<file path="src/rtl/exc_pkg.sv">
package exc_pkg;
  localparam int PC_W  = 32;
  localparam int REG_W = 5;
  localparam int N_SRC = 4;   // 0 mem, 1 alu, 2 illop, 3 irq (oldest first)

  typedef enum logic [1:0] {ANN_KEEP = 2'd0, ANN_NOP = 2'd1, ANN_LINK = 2'd2} ann_e;
  typedef enum logic [1:0] {PCS_SEQ = 2'd0, PCS_ILLOP = 2'd1, PCS_FAULT = 2'd2,
                            PCS_IRQ = 2'd3} pcsel_e;

  function automatic logic [PC_W-1:0] link_of(input logic [PC_W-1:0] pc);
    return pc + PC_W'(4);
  endfunction
endpackage

</file>
<file path="src/rtl/exc_prio.sv">
module exc_prio
  import exc_pkg::*;
(
  input  logic [N_SRC-1:0] req,
  output logic [N_SRC-1:0] grant
);
  logic [N_SRC:0] seen;
  assign seen[0] = 1'b0;
  for (genvar i = 0; i < N_SRC; i++) begin : g_src
    assign grant[i]  = req[i] & ~seen[i];
    assign seen[i+1] = seen[i] | req[i];
  end
endmodule

</file>
<file path="src/rtl/exc_annul.sv">
module exc_annul
  import exc_pkg::*;
(
  input  logic [N_SRC-1:0] grant,
  input  logic             stall_in,
  output ann_e             ann [N_SRC],  // index 0 fetch .. 3 memory
  output pcsel_e           pc_sel,
  output logic             stall_out
);
  // source i lives in stage N_SRC-1-i
  for (genvar s = 0; s < N_SRC; s++) begin : g_stage
    logic older_hit;
    always_comb begin
      older_hit = 1'b0;
      for (int t = s + 1; t < N_SRC; t++) older_hit |= grant[N_SRC-1-t];
    end
    assign ann[s] = grant[N_SRC-1-s] ? ANN_LINK : (older_hit ? ANN_NOP : ANN_KEEP);
  end

  always_comb begin
    if (grant[0] | grant[1]) pc_sel = PCS_FAULT;
    else if (grant[2])       pc_sel = PCS_ILLOP;
    else if (grant[3])       pc_sel = PCS_IRQ;
    else                     pc_sel = PCS_SEQ;
  end

  assign stall_out = stall_in & ~(|grant);
endmodule

</file>
<file path="src/rtl/exc_link_track.sv">
module exc_link_track
  import exc_pkg::*;
(
  input  logic             clk,
  input  logic             rst,
  input  logic [N_SRC-1:0] grant,
  input  logic             stall_eff,
  input  logic [PC_W-1:0]  pc_if,
  input  logic [PC_W-1:0]  pc_rf,
  input  logic [PC_W-1:0]  pc_alu,
  input  logic [PC_W-1:0]  pc_mem,
  output logic             xp_we,
  output logic [PC_W-1:0]  xp_data,
  output logic             fwd_valid,
  output logic [PC_W-1:0]  fwd_data
);
  logic g_mem, g_alu, g_ill, g_irq;
  assign {g_irq, g_ill, g_alu, g_mem} = grant;

  logic            tok_rf, tok_alu, tok_mem, tok_wb;
  logic [PC_W-1:0] d_rf, d_alu, d_mem, d_wb;

  always_ff @(posedge clk) begin
    if (rst) begin
      tok_rf <= 1'b0; tok_alu <= 1'b0; tok_mem <= 1'b0; tok_wb <= 1'b0;
      d_rf <= '0; d_alu <= '0; d_mem <= '0; d_wb <= '0;
    end else begin
      tok_rf  <= g_irq | (stall_eff & tok_rf);
      d_rf    <= g_irq ? link_of(pc_if) : d_rf;
      tok_alu <= ~stall_eff & (g_ill | (tok_rf & ~g_alu & ~g_mem));
      d_alu   <= g_ill ? link_of(pc_rf) : d_rf;
      tok_mem <= g_alu | (tok_alu & ~g_mem);
      d_mem   <= g_alu ? link_of(pc_alu) : d_alu;
      tok_wb  <= g_mem | tok_mem;
      d_wb    <= g_mem ? link_of(pc_mem) : d_mem;
    end
  end

  assign xp_we     = tok_wb;
  assign xp_data   = d_wb;
  assign fwd_valid = tok_alu | tok_mem | tok_wb;
  assign fwd_data  = tok_alu ? d_alu : (tok_mem ? d_mem : d_wb);
endmodule

</file>
<file path="src/rtl/exc_annul_unit.sv">
module exc_annul_unit
  import exc_pkg::*;
#(
  parameter logic [31:0] ILLOP_PC = 32'h0000_0004,
  parameter logic [31:0] FAULT_PC = 32'h0000_0008,
  parameter logic [31:0] IRQ_PC   = 32'h0000_000C,
  parameter logic [4:0]  XP_REG   = 5'd30
)(
  input  logic        clk,
  input  logic        rst,
  input  logic        illop_rf,
  input  logic        fault_alu,
  input  logic        fault_mem,
  input  logic        irq,
  input  logic        stall_in,
  input  logic [31:0] pc_if,
  input  logic [31:0] pc_rf,
  input  logic [31:0] pc_alu,
  input  logic [31:0] pc_mem,
  output logic [1:0]  ann_if,
  output logic [1:0]  ann_rf,
  output logic [1:0]  ann_alu,
  output logic [1:0]  ann_mem,
  output logic [1:0]  pc_sel,
  output logic [31:0] handler_pc,
  output logic        stall_out,
  output logic        xp_we,
  output logic [4:0]  xp_addr,
  output logic [31:0] xp_data,
  output logic        xp_fwd_valid,
  output logic [31:0] xp_fwd_data
);
  logic [N_SRC-1:0] req, grant;
  ann_e             ann [N_SRC];
  pcsel_e           sel;
  logic             stall_eff;

  assign req = {irq, illop_rf, fault_alu, fault_mem};

  exc_prio u_prio (.req(req), .grant(grant));

  exc_annul u_annul (
    .grant(grant), .stall_in(stall_in),
    .ann(ann), .pc_sel(sel), .stall_out(stall_eff)
  );

  exc_link_track u_track (
    .clk(clk), .rst(rst), .grant(grant), .stall_eff(stall_eff),
    .pc_if(pc_if), .pc_rf(pc_rf), .pc_alu(pc_alu), .pc_mem(pc_mem),
    .xp_we(xp_we), .xp_data(xp_data),
    .fwd_valid(xp_fwd_valid), .fwd_data(xp_fwd_data)
  );

  always_comb begin
    case (sel)
      PCS_ILLOP: handler_pc = ILLOP_PC;
      PCS_FAULT: handler_pc = FAULT_PC;
      PCS_IRQ:   handler_pc = IRQ_PC;
      default:   handler_pc = '0;
    endcase
  end

  assign ann_if    = ann[0];
  assign ann_rf    = ann[1];
  assign ann_alu   = ann[2];
  assign ann_mem   = ann[3];
  assign pc_sel    = sel;
  assign stall_out = stall_eff;
  assign xp_addr   = XP_REG;
endmodule

</file>
<file path="config.mk">
export PLATFORM = sky130hd
export DESIGN_NAME = exc_annul_unit
export DESIGN_NICKNAME = d
export VERILOG_FILES = /design/src/rtl/exc_pkg.sv /design/src/rtl/exc_prio.sv /design/src/rtl/exc_annul.sv /design/src/rtl/exc_link_track.sv /design/src/rtl/exc_annul_unit.sv
export SDC_FILE = /design/constraint.sdc
export NUM_CORES = 1
export LEC_CHECK = 0
export ABC_AREA = 1
export BUFFER_PORTS_ARGS = -buffer_cell sky130_fd_sc_hd__buf_4
export CAP_MARGIN = 20
export CELL_PAD_IN_SITES_DETAIL_PLACEMENT = 0
export CELL_PAD_IN_SITES_GLOBAL_PLACEMENT = 1
export CORE_MARGIN = 5
export CORE_UTILIZATION = 38
export DETAILED_ROUTE_END_ITERATION = 8
export PLACE_DENSITY = 0.86
export SLEW_MARGIN = 20
export SYNTH_ARGS = -nofsm -noshare
export SYNTH_HDL_FRONTEND = slang
export SYNTH_SLANG_ARGS = --single-unit
</file>
<file path="constraint.sdc">
create_clock -name clk -period 2.75 [get_ports clk]
set_input_delay 0.55 -clock clk [delete_from_list [all_inputs] [get_ports clk]]
set_output_delay 0.55 -clock clk [all_outputs]
set_load 0.05 [all_outputs]
</file>
==> metrics, run 1 <==
P_int 3.759 mW; RePlAce Congestion 1.002; Final min period 2404 ps; slew margin rel. 56.77%; Layout Cells excl Fill 1990; critical path arrival 1850 ps; Clock transition at path regs 70 ps; Port Buf Inserts 212; # H-tree levels 4; critical path class flip-flop to output port; DR DRC count 0; Layout Nets 1832; DRT Pass-1 Iters 5; clk_lat worst skew 420 ps; gr usage total 24.25%; register share of total power 36.6%; pwr/cell area 512.8 mW/mm^2; die width 162.0 um; Mapped Cells 1502; layout cells sized above 1 16.66%; max cap viols 0; register area share after synthesis 30.09%; top post-synthesis cells by area dfxtp_1, nand2_1, nor2_1, a21oi_1, inv_1; most common cell in the netlist nand2_1; Met2 Wirelength 15630 um; vias in the first global route 9075; status completed; Area Growth Syn to Fin 25.79%; Ys Warns 0; vias 9795; Initial Utilization 38.67%; Top delay family on crit path buffers and inverters; I/O pins 249; Synth async-reset ratio 0%; post_cts resized 0; mean post-synth cell area 5.846 um^2; Row Count 55; switch share 33.64%; Logic pwr share 23.6%; Synth Flop Type dfxtp_1; WP data required 2200 ps; Switching Power 1.906 mW; maximum clock path buffer count 2; Cells after DPL 1959; crit-path max FO 42; DRT iter0 DRCs 701; WL final 33150 um; initial antenna violation count 0; # diodes 0; Final setup viols 0; Buf/Inv on CP 3; critical path, cell by cell inv_1 -> buf_4 -> nand2_1 -> a21oi_1 -> buf_4; Hold Crit Class input pin to flip-flop; Yosys cell types 34; worst vdd ir 0.4284 mV; wl on met1 14680 um; Top Metal Used met4; final instance area 0.01105 mm^2; crit share post-route 87.41%; Worst path most repeated cell buf_4; Die ar. 0.02625 mm^2; CTS Root Cell clkbuf_16; first-pass GRT wire length 50110 um; met3 wire length 2180 um; Num CTS Buffers 17; TritonCTS clock tree built; post-synthesis cell area 0.008781 mm^2; post-synth top area cell dfxtp_1; Final Hold Viols 0; actual slew at the worst max-slew pin 648.5 ps; Fin Clk Skew 10.18 ps; Post-DP HPWL 27240 um; Post-synth EDFFs 0; Slowest cell on crit path buf_4; vias per cell 4.922; CP max stage delay 370 ps; # Post-CTS Setup Buffers 0; Antenna Nets Post-Route 0; Post-CTS Hold Buffers 0; Pins Over Slew Limit 0; setup tns final 0 ps; Post-DP Area 0.01047 mm^2; clk sinks 132; Pleak 5.330 nW; largest net degree at the start of global routing 67; Filler Cell Count 2516; Clock power frac 39.9%; Max Freq 416.0 MHz; GR Overflow Total 0; crit end category output port; RSZ-0062 raised after global routing false; total core area 0.02271 mm^2; synth cell count leaders nand2_1, nor2_1, inv_1, a21oi_1, dfxtp_1; die height 162.0 um; top-area cell type share of the netlist area 30.09%; routed len/inst 16.66 um; #FFs+latches synth 132; Core Util, Final 48.64%; crit start category flip-flop
## registers in the layout, summed over array words and instances (netlist names)
register         cells
u_track.d_alu       32
u_track.d_mem       32
u_track.d_rf        32
u_track.xp_data     32
u_track.tok_alu      1
u_track.tok_mem      1
u_track.tok_rf       1
u_track.xp_we        1
## metal layers
layer	GRT usage, %	vias up
met4	6.651	0
met3	4.085	32
met2	40.43	344
met1	32.52	4409
met5	0	-
li1	-	5010
## through the flow
step	hold slack (ps)	worst slack, ps	power, mW
6_report	335.6	346.2	5.664
2_1_floorplan	426.4	355.4	2.947
5_1_grt	325.2	256.6	5.879
3_3_place_gp	441.5	682.9	3.437
4_1_cts	319.9	369.8	5.686
3_5_place_dp	443.3	648.4	3.439
## worst register-to-register path: stages, from the launching register on
cell and delay, ps:
dfxtp_1 310, inv_1 160, buf_4 330, a21oi_1 120
## power groups by stage
| stage | Clock [mW] | Combinational, mW | Sequential, mW |
|---|---|---|---|
| floorplan | 0 | 0.758 | 2.19 |
| global placement | 0 | 1.33 | 2.11 |
| detailed placement | 0 | 1.33 | 2.11 |
| CTS | 2.28 | 1.33 | 2.07 |
| global route | 2.37 | 1.43 | 2.08 |
| finish | 2.26 | 1.33 | 2.07 |
## final timing paths
kind | from | to | slack (ps) | depth (start not counted)
setup reg to reg | u_track.tok_alu$_SDFF_PP0_ | u_track.tok_mem$_SDFF_PP0_ | 1700 | 3
setup / recovery | u_track.tok_mem$_SDFF_PP0_ | xp_fwd_data[11] | 350 | 5
hold reg to reg | u_track.d_mem[31]$_SDFF_PP0_ | u_track.xp_data[31]$_SDFF_PP0_ | 450 | 2
hold / removal | pc_mem[0] | u_track.xp_data[0]$_SDFF_PP0_ | 340 | 2
## kinds of logic (layout without fill, tap and decap cells)
family | Yosys count | in the layout | share of synthesized area [%]
other | 2 | 36 | 0.08553
AND/OR/NAND/NOR | 766 | 766 | 35.65
AO/OA/AOI/OAI | 285 | 285 | 16.81
XOR/XNOR | 26 | 26 | 2.593
buffers and inverters | 287 | 456 | 14.19
adder cells (fa/ha/maj) | 4 | 4 | 0.5700
flip-flops | 132 | 132 | 30.09
## layout by cell type, fill, tap and decap left out, drive strengths merged
| master | count |
|---|---|
| buf | 227 |
| clkbuf | 17 |
| nand4 | 1 |
| clkinvlp | 5 |
| a32o | 1 |
| o21bai | 3 |
| xnor2 | 15 |
| inv | 202 |
| nand3 | 91 |
| and2 | 14 |
| clkinv | 3 |
| ha | 4 |
| nand2 | 374 |
| a31oi | 1 |
| nor2 | 275 |
| a21oi | 152 |
| nor3 | 1 |
| dfxtp | 132 |
| o21ai | 113 |
| o22ai | 5 |
| conb | 36 |
| o21a | 3 |
| bufinv | 2 |
| a22oi | 3 |
| nand3b | 3 |
| or2 | 6 |
| a22o | 4 |
| nor3b | 1 |
| xor2 | 11 |
## layout make-up
class / instances / area, um^2 / area share, %
clock buffers: 17 / 425.4 / 3.851
clock inverters: 14 / 153.9 / 1.393
inverters: 198 / 743.2 / 6.729
multi-input cells: 1117 / 5020 / 45.45
flip-flops and latches: 132 / 2643 / 23.92
well taps: 285 / 356.6 / 3.228
repair buffers: 227 / 1704 / 15.43
No activity file was read; power rests on OpenSTA's default activity.
==> run 2, diff against run 1 <==
ABC_AREA = not set   (was 1)
CORE_UTILIZATION = 40   (was 38)
PLACE_DENSITY = 0.87   (was 0.86)
==> run 2 against run 1 <==
Register-to-register slack improved by 130 ps. Sequential power barely moved. Die area fell by 17%. Flip-flop and latch count did not move. Clock skew fell by 2.1 ps. Non-clock buffer count rose by 6. Setup slack got worse by 5.8 ps.
==> metrics, run 2 <==
GR Overflow Total 0 (unchanged); largest net degree at the start of global routing 66 (-1.5%); Filler Cell Count 1857 (-26%); Ys Warns 0 (unchanged); die height 147.3 um (-9.1%); crit start category input pin; WP data required 2200 ps (about the same); total core area 0.01864 mm^2 (-18%); register area share after synthesis 35.03% (+4.9 points); first-pass GRT wire length 36010 um (-28%); worst vdd ir 0.3676 mV (-14%); crit end category output port; top post-synthesis cells by area dfxtp_1, a211oi_1, xor2_1, nor2_1, mux2i_1; DRT Pass-1 Iters 5 (unchanged); Final min period 2410 ps (+5.764 ps); maximum clock path buffer count 2 (unchanged); Fin Clk Skew 8.102 ps (-2.076 ps); Pleak 3.797 nW (-29%); synth cell count leaders nor2_1, dfxtp_1, a211oi_1, nand2_1, xor2_1; die width 147.3 um (-9.1%); Yosys cell types 41 (+21%); RePlAce Congestion 0.8588 (-14%); Clock transition at path regs 50 ps (-20 ps); CTS Root Cell clkbuf_16; Die ar. 0.02170 mm^2 (-17%); vias per cell 5.163 (+4.9%); post-synth top area cell dfxtp_1; DRT iter0 DRCs 500 (-29%); Port Buf Inserts 212 (unchanged); post-synthesis cell area 0.007543 mm^2 (-14%); commonest non-fill, non-tap cell in the layout buf_4; Post-CTS Hold Buffers 0 (unchanged); status completed; Synth async-reset ratio 0% (unchanged); Area Growth Syn to Fin 31.23%; Mapped Cells 936 (-38%); Final setup viols 0 (unchanged); Layout Nets 1263 (-31%); final instance area 0.009899 mm^2 (-10%); Max Freq 415.0 MHz (-0.24%); #FFs+latches synth 132 (unchanged); crit share post-route 87.62% (+0.21 points); critical path arrival 1860 ps (about the same); WL final 23380 um (-29%); routed len/inst 17.02 um (+2.2%); RSZ-0062 raised after global routing false; vias 7089 (-28%); R2R setup slack 1830 ps (+130 ps); Pins Over Slew Limit 0 (unchanged); vias in the first global route 6716 (-26%); slew margin rel. 49.48% (-7.3 points); DR DRC count 0 (unchanged); Post-DP HPWL 18080 um (-34%); I/O pins 249 (unchanged); # H-tree levels 4 (unchanged); TritonCTS clock tree built; Synth Flop Type dfxtp_1; actual slew at the worst max-slew pin 757.8 ps (+109.3 ps); Initial Utilization 40.46% (+1.8 points); setup tns final 0 ps (unchanged); Hold Crit Class input pin to flip-flop; Num CTS Buffers 17 (unchanged); initial antenna violation count 3 (+3); commonest cells after routing, fill and taps aside buf_4, nor2_1, dfxtp_1; critical path class input pin to output port; mean post-synth cell area 8.059 um^2 (+38%); post_cts resized 0 (unchanged); Final Hold Viols 0 (unchanged); crit-path max FO 13 (-69%); pwr/cell area 572.6 mW/mm^2 (+12%); most common cell in the netlist nor2_1; # Post-CTS Setup Buffers 0 (unchanged); Post-synth EDFFs 0 (unchanged); Antenna Nets Post-Route 0 (unchanged); Row Count 50 (-9.1%); max cap viols 0 (unchanged); clk sinks 132 (unchanged); clk_lat worst skew 420 ps (about the same); top-area cell type share of the netlist area 35.03% (+4.9 points); layout cells sized above 1 25.33% (+8.7 points); gr usage total 20.90% (-3.3 points); Post-DP Area 0.009259 mm^2 (-12%)
-- run 2: changes by cell type after synthesis, sizes merged, moves of 42 or more --
cell,previous run,this run
nand2,374,88
inv,198,9
a21oi,152,12
nor2,275,138
a211oi,0,105
o21ai,113,37
xor2,11,82
nand3,91,49
nand4,1,43
-- run 2: final cells by class --
type | instances | area, um^2 | share of cell area (%)
multi-input combinational | 730 | 4484 | 45.30
sequential | 132 | 2645 | 26.72
timing repair buffer | 233 | 1799 | 18.17
clock buffer | 20 | 456.7 | 4.613
tap | 234 | 292.8 | 2.958
clock inverter | 12 | 178.9 | 1.807
inverter | 10 | 37.54 | 0.3792
antenna | 2 | 5.005 | 0.05056
-- run 2: layer usage --
layer  GRT usage [%]  wire (um)  vias to the layer above
met5               0         20                        -
met2           32.33      10600                      212
met4           8.527        558                        2
met3           4.874       1432                       31
met1           28.14      10760                     3235
li1                -          -                     3609
-- run 2: worst max-delay path: stages --
cell and delay [ps]:
buf_4 160, or3_1 410, or2_1 380, inv_2 140
buf_4 200
-- run 2: final timing paths --
| path | from | endpoint | cells after the start |
|---|---|---|---|
| setup / recovery | fault_mem | ann_if[1] | 5 |
| hold reg to reg | u_track.d_rf[1]$_SDFFE_PP0P_ | u_track.d_rf[1]$_SDFFE_PP0P_ | 2 |
| hold / removal | pc_if[2] | u_track.d_rf[2]$_SDFFE_PP0P_ | 2 |
| setup reg to reg | u_track.tok_alu$_SDFF_PP0_ | u_track.tok_mem$_SDFF_PP0_ | 1 |
-- run 2: logic make-up (layout without fill, tap and decap cells) --
| group | after synthesis | count (layout) | synth area share (%) |
|---|---|---|---|
| DFF | 132 | 132 | 35.03 |
| adders and majority gates | 4 | 4 | 0.6635 |
| muxes | 36 | 36 | 4.777 |
| AOI/OAI and AO/OA | 163 | 163 | 15.08 |
| buffers and inverters | 108 | 275 | 7.447 |
| other | 2 | 38 | 0.09956 |
| and+or+nand+nor | 384 | 384 | 24.48 |
| xor gates and xnor gates | 107 | 107 | 12.42 |
-- run 2: report_power, final --
group / switching, mW / internal, mW / total (mW)
sequential: 0.0621 / 2.01 / 2.07
combinational: 0.768 / 0.395 / 1.16
clock: 0.872 / 1.56 / 2.44
-- run 2: per-stage QoR --
step	utilization [%]	power [mW]	setup slack, ps	hold WS, ps	std cells
6_report	53.10	5.669	340.4	341.0	1373
5_1_grt	53.10	5.881	265.8	342.4	1373
4_1_cts	53.07	5.704	316.5	323.5	1371
3_5_place_dp	49.66	3.272	322.8	450.5	1339
3_3_place_gp	49.66	3.264	344.9	445.0	1339
2_1_floorplan	-	2.856	80.83	424.8	970
